[src/rtl/spi_irq_pkg.sv]
package spi_irq_pkg;
  localparam int IRQ_BITS    = 7;
  localparam int BIT_MODF    = 1;
  localparam int BIT_TXLOW   = 2;
  localparam int BIT_TXFULL  = 3;
  localparam int BIT_RXAVAIL = 4;

  localparam logic [7:0] OFS_STATUS = 8'h04;
  localparam logic [7:0] OFS_SET    = 8'h08;
  localparam logic [7:0] OFS_CLR    = 8'h0C;
  localparam logic [7:0] OFS_MASK   = 8'h10;
  localparam logic [7:0] OFS_WMARK  = 8'h28;

  typedef enum logic [1:0] {
    RD_NONE,
    RD_STATUS,
    RD_MASK,
    RD_WMARK
  } rdSel_e;

  typedef struct packed {
    logic   ackStatus;
    logic   maskSet;
    logic   maskClr;
    logic   wmarkWr;
    rdSel_e rdSel;
  } regStrobe_t;
endpackage

[src/rtl/spi_irq_ctrl.sv]
module spi_irq_ctrl
  import spi_irq_pkg::*;
#(
  parameter int ADDR_W = 6
) (
  input  logic              regWrEn,
  input  logic [ADDR_W-1:0] regAddr,
  output regStrobe_t        strobe
);
  logic [7:0] addrByte;

  assign addrByte = 8'(regAddr);

  always_comb begin
    strobe.ackStatus = regWrEn && (addrByte == OFS_STATUS);
    strobe.maskSet   = regWrEn && (addrByte == OFS_SET);
    strobe.maskClr   = regWrEn && (addrByte == OFS_CLR);
    strobe.wmarkWr   = regWrEn && (addrByte == OFS_WMARK);
    case (addrByte)
      OFS_STATUS: strobe.rdSel = RD_STATUS;
      OFS_MASK:   strobe.rdSel = RD_MASK;
      OFS_WMARK:  strobe.rdSel = RD_WMARK;
      default:    strobe.rdSel = RD_NONE;
    endcase
  end
endmodule

[src/rtl/spi_irq_datapath.sv]
module spi_irq_datapath
  import spi_irq_pkg::*;
#(
  parameter int DATA_W   = 32,
  parameter int LVL_W    = 8,
  parameter int WM_RESET = 1
) (
  input  logic              clk,
  input  logic              rstN,
  input  regStrobe_t        strobe,
  input  logic [DATA_W-1:0] wrData,
  input  logic [LVL_W-1:0]  txLevel,
  input  logic              txFull,
  input  logic              rxEmpty,
  input  logic              modeFault,
  output logic [DATA_W-1:0] rdData,
  output logic              irqOut
);
  logic [IRQ_BITS-1:0] statusQ;
  logic [IRQ_BITS-1:0] maskQ;
  logic [LVL_W-1:0]    wmarkQ;
  logic [IRQ_BITS-1:0] wrBits;
  logic [IRQ_BITS-1:0] ackBits;
  logic [IRQ_BITS-1:0] condVec;
  logic [IRQ_BITS-1:0] setBits;
  logic [IRQ_BITS-1:0] clrBits;
  logic                irqQ;

  assign wrBits  = wrData[IRQ_BITS-1:0];
  assign ackBits = strobe.ackStatus ? wrBits : '0;
  assign setBits = strobe.maskSet ? wrBits : '0;
  assign clrBits = strobe.maskClr ? wrBits : '0;

  always_comb begin
    condVec              = '0;
    condVec[BIT_TXLOW]   = txLevel < wmarkQ;
    condVec[BIT_TXFULL]  = txFull;
    condVec[BIT_RXAVAIL] = !rxEmpty;
  end

  for (genvar i = 0; i < IRQ_BITS; i++) begin : gStatus
    if (i == BIT_MODF) begin : gSticky
      always_ff @(posedge clk) begin
        if (!rstN) statusQ[i] <= 1'b0;
        else       statusQ[i] <= (statusQ[i] && !ackBits[i]) || modeFault;
      end
    end else if (i == BIT_TXLOW || i == BIT_TXFULL || i == BIT_RXAVAIL) begin : gLevel
      always_ff @(posedge clk) begin
        if (!rstN) statusQ[i] <= 1'b0;
        else       statusQ[i] <= condVec[i] && !ackBits[i];
      end
    end else begin : gSpare
      assign statusQ[i] = 1'b0;
    end
  end

  always_ff @(posedge clk) begin
    if (!rstN) maskQ <= '0;
    else if (strobe.maskSet || strobe.maskClr) maskQ <= (maskQ | setBits) & ~clrBits;
  end

  always_ff @(posedge clk) begin
    if (!rstN)               wmarkQ <= LVL_W'(WM_RESET);
    else if (strobe.wmarkWr) wmarkQ <= wrData[LVL_W-1:0];
  end

  always_ff @(posedge clk) begin
    if (!rstN) irqQ <= 1'b0;
    else       irqQ <= |(statusQ & maskQ);
  end
  assign irqOut = irqQ;

  always_comb begin
    rdData = '0;
    case (strobe.rdSel)
      RD_STATUS: rdData[IRQ_BITS-1:0] = statusQ;
      RD_MASK:   rdData[IRQ_BITS-1:0] = maskQ;
      RD_WMARK:  rdData[LVL_W-1:0]    = wmarkQ;
      default:   rdData = '0;
    endcase
  end

  AST_MASK_SET: assert property (@(posedge clk) disable iff (!rstN)
    strobe.maskSet && !strobe.maskClr |=> ((maskQ & $past(wrBits)) == $past(wrBits)));
  AST_MASK_CLR: assert property (@(posedge clk) disable iff (!rstN)
    strobe.maskClr |=> ((maskQ & $past(wrBits)) == '0));
  AST_MASK_HOLD: assert property (@(posedge clk) disable iff (!rstN)
    !strobe.maskSet && !strobe.maskClr |=> $stable(maskQ));
  AST_MODF_CATCH: assert property (@(posedge clk) disable iff (!rstN)
    modeFault |=> statusQ[BIT_MODF]);
  AST_MODF_STICKY: assert property (@(posedge clk) disable iff (!rstN)
    statusQ[BIT_MODF] && !(strobe.ackStatus && wrBits[BIT_MODF]) |=> statusQ[BIT_MODF]);
  AST_RX_DROP: assert property (@(posedge clk) disable iff (!rstN)
    rxEmpty |=> !statusQ[BIT_RXAVAIL]);
  AST_IRQ_MASKED: assert property (@(posedge clk) disable iff (!rstN)
    (maskQ == '0) && ($past(maskQ) == '0) |-> !irqOut);
endmodule

[src/rtl/spi_irq_bank.sv]
module spi_irq_bank
  import spi_irq_pkg::*;
#(
  parameter int DATA_W   = 32,
  parameter int ADDR_W   = 6,
  parameter int LVL_W    = 8,
  parameter int WM_RESET = 1
) (
  input  logic              clk,
  input  logic              rstN,
  input  logic              regWrEn,
  input  logic [ADDR_W-1:0] regAddr,
  input  logic [DATA_W-1:0] regWrData,
  output logic [DATA_W-1:0] regRdData,
  input  logic [LVL_W-1:0]  txLevel,
  input  logic              txFull,
  input  logic              rxEmpty,
  input  logic              modeFault,
  output logic              irqOut
);
  regStrobe_t strobe;

  spi_irq_ctrl #(.ADDR_W(ADDR_W)) ctrl_i (
    .regWrEn (regWrEn),
    .regAddr (regAddr),
    .strobe  (strobe)
  );

  spi_irq_datapath #(
    .DATA_W   (DATA_W),
    .LVL_W    (LVL_W),
    .WM_RESET (WM_RESET)
  ) dp_i (
    .clk       (clk),
    .rstN      (rstN),
    .strobe    (strobe),
    .wrData    (regWrData),
    .txLevel   (txLevel),
    .txFull    (txFull),
    .rxEmpty   (rxEmpty),
    .modeFault (modeFault),
    .rdData    (regRdData),
    .irqOut    (irqOut)
  );
endmodule

[config.mk]
export PLATFORM = sky130hd
export DESIGN_NAME = spi_irq_bank
export DESIGN_NICKNAME = d
export VERILOG_FILES = /design/src/rtl/spi_irq_pkg.sv /design/src/rtl/spi_irq_ctrl.sv /design/src/rtl/spi_irq_datapath.sv /design/src/rtl/spi_irq_bank.sv
export SDC_FILE = /design/constraint.sdc
export NUM_CORES = 1
export LEC_CHECK = 0
export BUFFER_PORTS_ARGS = -buffer_cell sky130_fd_sc_hd__buf_2
export CAP_MARGIN = 20
export CELL_PAD_IN_SITES_DETAIL_PLACEMENT = 1
export CELL_PAD_IN_SITES_GLOBAL_PLACEMENT = 1
export CORE_MARGIN = 2
export CORE_UTILIZATION = 28
export CTS_CLUSTER_SIZE = 12
export DETAILED_ROUTE_END_ITERATION = 6
export PLACE_DENSITY_LB_ADDON = 0.1
export REMOVE_ABC_BUFFERS = 1
export SYNTH_ARGS = -nofsm -noshare
export SYNTH_HDL_FRONTEND = slang
export SYNTH_SLANG_ARGS = --single-unit
[constraint.sdc]
create_clock -name clk -period 2.15 [get_ports clk]
set_clock_uncertainty 0.2 [all_clocks]
set_input_delay 0.215 -clock clk [delete_from_list [all_inputs] [get_ports clk]]
set_output_delay 0.215 -clock clk [all_outputs]
set_load 0.02 [all_outputs]
Word-level counts from Yosys, hierarchy flattened
Cells that the tools add are included.
Cells by class
  reductions and logical operators: 16
  order comparisons: 1
  bitwise logic cells: 4
  mux-type cells: 6
  equal/unequal tests: 8
Operator list (count)
  one-hot mux 7 bit (3 select lines): 1
  two-way mux 7 bit: 2
  == test 6 x 4 -> 1 bit, second input constant: 2
  logical AND 1 bit: 8
  < comparator 8 bit: 1
  AND 5 x 7 -> 7 bit: 1
  AND 7 bit: 1
  inverter 7 bit: 1
  OR 7 bit: 1
  OR reduction 7 bit: 1
  == test 6 x 3 -> 1 bit, second input constant: 1
  == test 6 x 5 -> 1 bit, second input constant: 1
  == test 6 bit, second input constant: 1
  one-hot mux 2 bit (3 select lines): 1
  logical NOT 1 bit: 5
  two-way mux 5 bit: 1
  == test 2 bit, second input constant: 2
  == test 2 x 1 -> 1 bit, second input constant: 1
  logical OR 1 bit: 2
  two-way mux 1 bit: 1
Word-level totals
  register bits: 20
  logic and storage cells: 42
  output and inout port bits: 33
  bits of input ports: 52

Depth between registers and ports, before layout
Gate-level depths: netlist of the first run.
  depth in word-level cells: 6
  mapped depth: 6
  gate-level depth less buffers: 6

By module
A second synthesis of the first run with hierarchy kept.
Unflattened totals
  cells, all modules: 139
  area total of the unflattened synthesis: 1277.5 um^2
Modules (own cells, without submodules)
  spi_irq_datapath: area an instance 1176.1 um^2, cells each 127, sequential area each 400.4 um^2, instances 1
  spi_irq_ctrl: area an instance 101.3 um^2, cells each 12, sequential area each 0.0 um^2, instances 1

Least setup slack after synthesis of the first run
OpenSTA, ideal clock, no wires.
  kind: input port to output port
  start: input regAddr[5]
  end: output regRdData[1]
  arrival time: 1.416 ns
  buffers on the path: 0
  stages on the path: 4
  path slack: 0.319 ns
  required time: 1.735 ns
  cells stage by stage: or4_4 > nor3b_2 > a222oi_1 > inv_1
Between the ends
  cells in the longest elaborated chain, start to end: 4
  elaborated cells between the ends (all ways): 8
  classes of those cells: eq/ne: 6; mux: 2
Ends and longest elaborated chain
  from (decl): line spi_irq_bank.sv:12  | input logic [ADDR_W-1:0] regAddr,
  == test 6 bit, or another cell as far along: line spi_irq_ctrl.sv:19  | case (addrByte)
  one-hot mux 2 bit (3 select lines) *: line spi_irq_ctrl.sv:19
  == test 2 bit or == test 2 x 1 -> 1 bit (tied branches): line spi_irq_datapath.sv:75  | case (strobe.rdSel)
  one-hot mux 7 bit (3 select lines) *: line spi_irq_datapath.sv:75
  to (decl): line spi_irq_bank.sv:14  | output logic [DATA_W-1:0] regRdData,
Every way passes the cells marked *; elsewhere a longest branch is shown, timed or not.

Worst setup path in the final report of the first run
  start: input regAddr[5]
  end: output regRdData[5]
Same word-level chain as after synthesis.

==> results_tabular.tex, run 1 <==
\begin{tabular}{lr}
\hline
Metric & Value \\
\hline
\multicolumn{2}{l}{\textbf{Critical path}} \\
\quad Reg-to-reg setup timing slack & $\sim$0.48 ns \\
\quad Critical Path AT & about 1.6 ns \\
\quad Critical path class & primary input to output pin \\
\quad R2R Path Start & dp\_i.wmarkQ[1] \\
\quad Worst reg2reg path endpoint & dp\_i.statusQ[2] \\
\quad Required time at the worst-slack endpoint & 1.74 ns \\
\quad Worst Reg2Reg Path Length in Cells & 6 \\
\quad Critical path peak fanout & 7 \\
\quad Sort of element at the start of the critical path & primary input \\
\quad Crit. End Element & output pin \\
\multicolumn{2}{l}{\textbf{Yosys}} \\
\quad Synthesized instance count & roughly 150 \\
\quad Synth warnings & 0 \\
\quad Yosys reg bits & 20 \\
\quad Most used flip-flop cell after synthesis & dfxtp\_1 \\
\quad Mean instance size in the synthesized netlist & roughly 8.5 um2 \\
\quad Main area contributors after synthesis & dfxtp\_1 31\%, buf\_4 14\%, ha\_1 6.8\% \\
\quad Synthesized area & about 0.0013 mm2 \\
\quad Synth area leader & dfxtp\_1 \\
\quad Number of enable-type register cells in the synthesized netlist & 0 \\
\quad Part of the Yosys area used for sequential elements & 0.3110 \\
\quad Fraction of synthesized cell area taken by the top area cell type & 0.3110 \\
\quad Number of different library cells in the post-synthesis netlist & 35 \\
\quad Most numerous cell in the Yosys netlist & buf\_4 \\
\quad Commonest cells in the synthesized netlist & 24 x buf\_4, 23 x nand2\_1, 20 x dfxtp\_1 \\
\quad Synth async-reset ratio & 0 \\
\multicolumn{2}{l}{\textbf{Status}} \\
\quad Violated checks & negative hold slack \\
\quad Result of the run & finished, violations left \\
\multicolumn{2}{l}{\textbf{GRT}} \\
\quad Total grt overflow & 0 \\
\quad Global-route usage over all layers & 0.1360 \\
\quad Largest net degree at the start of global routing & 16 \\
\quad Via count of the first global-routing pass & 1,192 \\
\quad Initial antenna violation count & 0 \\
\quad Wire length of the first global-routing pass & 5471 um \\
\multicolumn{2}{l}{\textbf{Timing}} \\
\quad Final critical-path required period & between 1.5 and 2 ns \\
\quad Portion of the clock cycle consumed by the worst path in the final layout & 0.9248 \\
\quad Setup-failing EPs final & 0 \\
\quad Final number of max-transition violations & 0 \\
\quad Setup repair after global routing missed its margin & no \\
\quad Final sum of negative setup slack & 0 ns \\
\quad Fin. Hold Viols & 1 \\
\quad Achievable Freq & roughly 500 MHz \\
\quad Post-route setup slack & $\sim$0.16 ns \\
\quad Worst hold slack & -0.001017 ns \\
\multicolumn{2}{l}{\textbf{Route}} \\
\quad Average wire length per cell after detail routing & $\sim$13 um \\
\quad Drt pass-1 iters & 4 \\
\quad Number of design-rule violations left by the first detailed-router iteration & 48 \\
\quad Routed wire length & $\sim$3300 um \\
\quad Average via count per standard cell & 4.664 \\
\quad Remaining antenna violation count & 0 \\
\quad \# DRC & 0 \\
\quad Vias & $\sim$1,200 \\
\multicolumn{2}{l}{\textbf{Floorplanning}} \\
\quad \# IOs & 85 \\
\quad Horizontal die dimension & 71.81 um \\
\quad Die Outline Area & approximately 0.0052 mm2 \\
\quad Height of the chip & between 70 and 80 um \\
\quad Core Area & between 0.004 and 0.005 mm2 \\
\quad Effective utilization at floorplan & 0.2937 \\
\quad Placement row count & 24 \\
\multicolumn{2}{l}{\textbf{CTS}} \\
\quad Maximum count of clock buffers along a single path & 2 \\
\quad Clock-pin transition on the worst setup and hold timing paths & roughly 0.08 ns \\
\quad Post-CTS setup-driven buffer insertion count & 0 \\
\quad Clock tree root buffer cell & clkbuf\_8 \\
\quad CTS tree & built \\
\quad H-tree level count & 1 \\
\quad Number of CTS-inserted buffers & 3 \\
\quad \# clock sinks & 20 \\
\quad Worst skew pair latency & about 0.26 ns \\
\multicolumn{2}{l}{\textbf{Cells and area}} \\
\quad Final std cells w/o fill & 250 \\
\quad Share of post-route cells with drive strength above 1 & 0.2828 \\
\quad Number of antenna cells inserted & 0 \\
\quad Post-synthesis to final-layout area growth & 22.84\% \\
\quad Register cell area after layout & between 400 and 500 um2 \\
\quad Multi-input combinational cell area & 720.7 um2 \\
\quad Layout filler cell count & 552 \\
\quad Number of nets in the finished design & about 260 \\
\multicolumn{2}{l}{\textbf{Pwr}} \\
\quad Ratio of total power to cell area & 506.0 mW/mm2 \\
\quad Leakage power & just under 0.0008 uW \\
\quad Peak supply drop & around 310 uV \\
\multicolumn{2}{l}{\textbf{Placement}} \\
\quad Final weighted congestion in routability-driven placement & about 0.78 \\
\quad Placed cell count & between 200 and 250 \\
\quad Placed wire-length estimate & around 2700 um \\
\quad Worst-case setup slack after placement & 0.1693 ns \\
\quad \# port buffers & 36 \\
\multicolumn{2}{l}{\textbf{Hold path}} \\
\quad Number of stages on the worst hold path & 2 \\
\quad Worst hold path endpoint & dp\_i.statusQ[2] \\
\quad Hold Path Origin & regWrData[2] \\
\quad Class of the tightest hold or removal check & primary input to flip-flop \\
\multicolumn{2}{l}{\textbf{Job}} \\
\quad Number of max-cap violations & 0 \\
\hline
\end{tabular}
[cells in the final DEF, fill, tap and decap left out, types with 2 or more instances in the layout]
master	n
conb_1	24
a22o_1	3
nand2_1	23
a22oi_1	2
ha_1	7
a21oi_1	2
dfxtp_1	20
buf_2	36
clkbuf_8	4
nor4_1	2
o21ai_2	7
nand2b_1	2
o21ai_0	4
inv_1	12
dlygate4sd3_1	7
mux2i_1	7
a222oi_1	4
nor3b_2	2
buf_4	6
nand3_1	9
[worst max-delay path, cell delays in order]
cell     delay (ns)
buf_2          0.11
or4_4          0.55
nor3b_2        0.17
buf_4          0.18
a22o_1         0.18
buf_2          0.17
[what timing repair did]
item,in CTS,in global routing
hold buffers,6,1
setup endpoints to repair,0,0
hold endpoints to repair,4,1
resized for setup,0,0
[through the flow]
stage	total power [uW]	util	instance area, um2	hold slack [ns]
after global routing	845.5	0.3607	1582	0.02580
after floorplan	454.4	-	1166	0.08683
after CTS	807.5	0.3584	1572	0.00009132
final	800.2	0.3607	1582	-0.001017
after global placement	504.5	0.3322	1456	0.2215
after detailed placement	508.3	0.3322	1456	0.2232
[worst max-delay path by stage]
stage / end / depth (start not counted) / slack (ns) / from
finish: regRdData[5] / 6 / 0.16 / regAddr[5]
floorplan: regRdData[1] / 4 / 0.32 / regAddr[5]
detailed placement: regRdData[5] / 6 / 0.17 / regAddr[5]
global placement: regRdData[4] / 7 / 0.19 / regAddr[5]
CTS: regRdData[5] / 6 / 0.17 / regAddr[5]
global route: regRdData[2] / 7 / 0.08 / regAddr[5]
[cells by family (layout without fill, tap and decap cells)]
logic type / after synthesis / count (layout) / synth area share
and+or+nand+nor: 47 / 47 / 0.1982
muxes: 7 / 7 / 0.05442
adders and majority gates: 7 / 7 / 0.06802
AOI/OAI and AO/OA: 28 / 28 / 0.1691
other: 1 / 24 / 0.002913
DFF: 20 / 20 / 0.3110
buffers and inverters: 41 / 65 / 0.1963
[per-layer routing]
layer,vias up,share of wire,GRT usage
met3,6,0.064,0.03938
met1,539,0.41,0.1534
met5,-,0,0
met4,0,0.016,0.03145
li1,577,-,-
met2,44,0.51,0.2510
[registers in the layout (all words and copies together) (netlist names)]
register and flops:
dp_i.maskQ 7, dp_i.wmarkQ 8, dp_i.irqOut 1, dp_i.statusQ 4
[cell type report]
cell class	instances	share of cell area
Multi-Input combinational cell	113	0.4557
Sequential cell	20	0.2532
Timing Repair Buffer	49	0.1867
Tap cell	52	0.04114
Clock buffer	4	0.03481
Inverter	12	0.02848
[power breakdown]
| part | leakage, uW | switching, uW | internal [uW] |
|---|---|---|---|
| clock network | 0.0000288 | 129 | 163 |
| registers | 0.000162 | 3.63 | 376 |
| logic | 0.000580 | 82.6 | 46.0 |
No activity file was read; power rests on OpenSTA's default activity.
==> inputs of run 2 (changes only) <==
--- a/config.mk
+++ b/config.mk
@@ -10,11 +10,12 @@
 export CELL_PAD_IN_SITES_DETAIL_PLACEMENT = 1
 export CELL_PAD_IN_SITES_GLOBAL_PLACEMENT = 1
 export CORE_MARGIN = 2
-export CORE_UTILIZATION = 28
+export CORE_UTILIZATION = 29
 export CTS_CLUSTER_SIZE = 12
 export DETAILED_ROUTE_END_ITERATION = 6
 export PLACE_DENSITY_LB_ADDON = 0.1
 export REMOVE_ABC_BUFFERS = 1
 export SYNTH_ARGS = -nofsm -noshare
 export SYNTH_HDL_FRONTEND = slang
+export SYNTH_HIERARCHICAL = 1
 export SYNTH_SLANG_ARGS = --single-unit
==> results_tabular.tex, run 2 <==
\begin{tabular}{lr}
\hline
Metric & Value \\
\hline
\multicolumn{2}{l}{\textbf{Status}} \\
\quad Result of the run & finished, violations left \\
\quad Violated checks & negative setup slack \\
\multicolumn{2}{l}{\textbf{CTS}} \\
\quad \# clock sinks & 20 (unchanged) \\
\quad Maximum count of clock buffers along a single path & 2 (unchanged) \\
\quad Clock tree root buffer cell & clkbuf\_8 \\
\quad Clock-pin transition on the worst setup and hold timing paths & 0.08 ns (about the same) \\
\quad Number of CTS-inserted buffers & 3 (unchanged) \\
\quad CTS tree & built \\
\quad Worst skew pair latency & 0.26 ns (about the same) \\
\quad H-tree level count & 1 (unchanged) \\
\multicolumn{2}{l}{\textbf{Yosys}} \\
\quad Synthesized area & 0.001277 mm2 (-0.78\%) \\
\quad Synth async-reset ratio & 0 (unchanged) \\
\quad Synth warnings & 6 (+6) \\
\quad Fraction of synthesized cell area taken by the top area cell type & 0.3134 (+0.002437) \\
\quad Yosys reg bits & 20 (unchanged) \\
\quad Commonest cells in the synthesized netlist & 24 x buf\_4, 20 x dfxtp\_1, 11 x mux2i\_1 \\
\quad Mean instance size in the synthesized netlist & 9.190 um2 (+7.8\%) \\
\quad Main area contributors after synthesis & dfxtp\_1 31\%, buf\_4 14\%, mux2i\_1 8.6\% \\
\quad Number of enable-type register cells in the synthesized netlist & 0 (unchanged) \\
\quad Synthesized instance count & 139 (-7.9\%) \\
\quad Most used flip-flop cell after synthesis & dfxtp\_1 \\
\quad Part of the Yosys area used for sequential elements & 0.3134 (+0.002437) \\
\quad Synth area leader & dfxtp\_1 \\
\quad Most numerous cell in the Yosys netlist & buf\_4 \\
\quad Number of different library cells in the post-synthesis netlist & 29 (-17\%) \\
\multicolumn{2}{l}{\textbf{Timing}} \\
\quad Final critical-path required period & 2.262 ns (+0.2736 ns) \\
\quad Slew headroom & 0.6261 \\
\quad Final sum of negative setup slack & -0.4766 ns (-0.4766 ns) \\
\quad Final number of max-transition violations & 0 (unchanged) \\
\quad Achievable Freq & 442.1 MHz (-12\%) \\
\quad Fin. Hold Viols & 0 (-1) \\
\quad Worst hold slack & 0.08155 ns (+0.08256 ns) \\
\quad Setup-failing EPs final & 8 (+8) \\
\quad Portion of the clock cycle consumed by the worst path in the final layout & 1.052 (+0.1273) \\
\quad Post-route setup slack & -0.1119 ns (-0.2736 ns) \\
\quad Setup repair after global routing missed its margin & yes \\
\quad Worst slew pin tran & 0.5574 ns \\
\multicolumn{2}{l}{\textbf{Placement}} \\
\quad Placed wire-length estimate & 2757 um (+2.9\%) \\
\quad Placed cell count & 235 (-1.7\%) \\
\quad Area post-placement & 0.001504 mm2 (+3.3\%) \\
\quad Final weighted congestion in routability-driven placement & 0.7683 (-0.94\%) \\
\quad \# port buffers & 36 (unchanged) \\
\multicolumn{2}{l}{\textbf{Job}} \\
\quad Number of max-cap violations & 0 (unchanged) \\
\multicolumn{2}{l}{\textbf{Route}} \\
\quad Number of design-rule violations left by the first detailed-router iteration & 23 (-52\%) \\
\quad Average via count per standard cell & 4.610 (-1.2\%) \\
\quad Remaining antenna violation count & 0 (unchanged) \\
\quad \# DRC & 0 (unchanged) \\
\quad Routed wire length & 3666 um (+11\%) \\
\quad Average wire length per cell after detail routing & 14.43 um (+9.7\%) \\
\quad Drt pass-1 iters & 4 (unchanged) \\
\quad Vias & 1,171 (+0.43\%) \\
\multicolumn{2}{l}{\textbf{Cells and area}} \\
\quad Number of nets in the finished design & 263 (+1.9\%) \\
\quad Leading cell types in the layout, fill and taps excluded & 25 x buf\_2, 24 x conb\_1, 20 x dfxtp\_1 \\
\quad Commonest non-fill, non-tap cell in the layout & buf\_2 \\
\quad Number of antenna cells inserted & 0 (unchanged) \\
\quad Largest register FFs & 8 (unchanged) \\
\quad Post-synthesis to final-layout area growth & 44.86\% \\
\quad Share of post-route cells with drive strength above 1 & 0.3366 (+0.05381) \\
\quad Fraction of the core area covered by cells at the end of the flow & 0.4309 (+0.07021) \\
\quad Largest regs & dp\_i/wmarkQ: 8 flops, dp\_i/maskQ: 7 flops, dp\_i/statusQ: 4 flops \\
\quad Final std cells w/o fill & 254 (+1.6\%) \\
\quad Register containing the most flip-flops in the final layout & dp\_i/wmarkQ \\
\quad Final instance area & 0.001851 mm2 (+17\%) \\
\multicolumn{2}{l}{\textbf{Critical path}} \\
\quad Cell chain of the critical path & buf\_6, or3b\_4, a2111oi\_4, buf\_6, mux2\_4, a22o\_1, buf\_6 \\
\quad Critical path peak fanout & 6 (-1) \\
\quad Crit. End Element & output pin \\
\quad Required time at the worst-slack endpoint & 1.74 ns (about the same) \\
\quad Largest stage delay on the critical path & 0.40 ns (-0.15 ns) \\
\quad Critical Path AT & 1.85 ns (+0.28 ns) \\
\quad Critical path's slowest cell & or3b\_4 \\
\quad Launch point of the worst path & regAddr[3] \\
\quad R2R Path Start & dp\_i/wmarkQ[1] \\
\quad Worst Reg2Reg Path Length in Cells & 6 (unchanged) \\
\quad Worst reg2reg path endpoint & dp\_i/statusQ[2] \\
\quad Critical path class & primary input to output pin \\
\quad CP Capture Point & regRdData[4] \\
\quad Sort of element at the start of the critical path & primary input \\
\quad Reg-to-reg setup timing slack & 0.50 ns (+0.02 ns) \\
\quad Most frequent CP cell & buf\_6 \\
\multicolumn{2}{l}{\textbf{Hold path}} \\
\quad Class of the tightest hold or removal check & primary input to flip-flop \\
\multicolumn{2}{l}{\textbf{GRT}} \\
\quad Global-route usage over all layers & 0.1495 (+0.01347) \\
\quad Wire length of the first global-routing pass & 5858 um (+7.1\%) \\
\quad Initial antenna violation count & 0 (unchanged) \\
\quad Largest net degree at the start of global routing & 19 (+3) \\
\quad Total grt overflow & 0 (unchanged) \\
\quad Via count of the first global-routing pass & 1,244 (+4.4\%) \\
\multicolumn{2}{l}{\textbf{Floorplanning}} \\
\quad Die Outline Area & 0.004952 mm2 (-4.0\%) \\
\quad Placement row count & 24 (unchanged) \\
\quad Effective utilization at floorplan & 0.2975 (+0.003830) \\
\quad Core Area & 0.004294 mm2 (-2.1\%) \\
\quad Height of the chip & 70.37 um (-2.0\%) \\
\quad Horizontal die dimension & 70.37 um (-2.0\%) \\
\quad \# IOs & 85 (unchanged) \\
\multicolumn{2}{l}{\textbf{Pwr}} \\
\quad Leakage power & 0.0007529 uW (-2.3\%) \\
\quad Ratio of total power to cell area & 431.5 mW/mm2 (-15\%) \\
\quad Peak supply drop & 253.1 uV (-19\%) \\
\hline
\end{tabular}
run 2: metrics by stage:
step                      setup slack (ns)  total power [uW]
after global placement             -0.2681             512.3
after global routing               -0.1905             839.5
final                              -0.1119             798.4
after CTS                          -0.1119             804.1
after floorplan                    -0.4159             458.7
after detailed placement           -0.2699             516.1
run 2: power by group:
part           total (uW)  internal (uW)  switching [uW]
registers             380            376            4.03
logic                 164           72.4            91.9
clock network         254            125             130
run 2: worst min path at each step:
| stage | start | to | slack [ns] | cells after the start |
|---|---|---|---|---|
| floorplan | rstN | dp_i/wmarkQ[0] | 0.08 | 1 |
| global placement | rxEmpty | dp_i/statusQ[4] | 0.18 | 2 |
| detailed placement | rxEmpty | dp_i/statusQ[4] | 0.19 | 2 |
| CTS | txLevel[7] | dp_i/statusQ[2] | 0.07 | 3 |
| global route | txLevel[7] | dp_i/statusQ[2] | 0.07 | 3 |
| finish | txLevel[7] | dp_i/statusQ[2] | 0.08 | 3 |
run 2: final cells by class:
class	count	area, um2
Fill cell	507	2444
Multi-Input combinational cell	107	810.8
Timing Repair Buffer	64	503.0
Sequential cell	20	400.4
Tap cell	52	65.06
Clock buffer	3	41.29
Inverter	8	30.03
run 2: critical path: cells and delay by family:
family	cells	cell delay [ns]
compound gates	2	0.52
buf+inv	3	0.40
mux	1	0.30
simple gates	1	0.40
run 2: cells by family (layout without fill, tap and decap cells):
group / count (synthesis) / in the layout / synth area share
AO/OA/AOI/OAI: 32 / 32 / 0.1851
adder cells (fa/ha/maj): 7 / 7 / 0.06856
buffers and inverters: 35 / 75 / 0.1763
flip-flops: 20 / 20 / 0.3134
multiplexers: 15 / 15 / 0.1215
other: 1 / 24 / 0.002935
AND/OR/NAND/NOR: 29 / 29 / 0.1322
run 2: routing by layer:
metal,global-route usage,part of all wire
met1,0.1781,0.44
met2,0.2788,0.52
met3,0.02742,0.037
met4,0.02564,0.0038
met5,0,0
run 2: repair_timing:
action / CTS / global route
gates cloned: 0 / 0
endpoints found under the setup margin: 8 / 8
resized for setup: 32 / 3
setup buffers: 2 / 1
hold endpoints to repair: 12 / 0
pin swaps: 8 / 5
hold buffers: 13 / 0
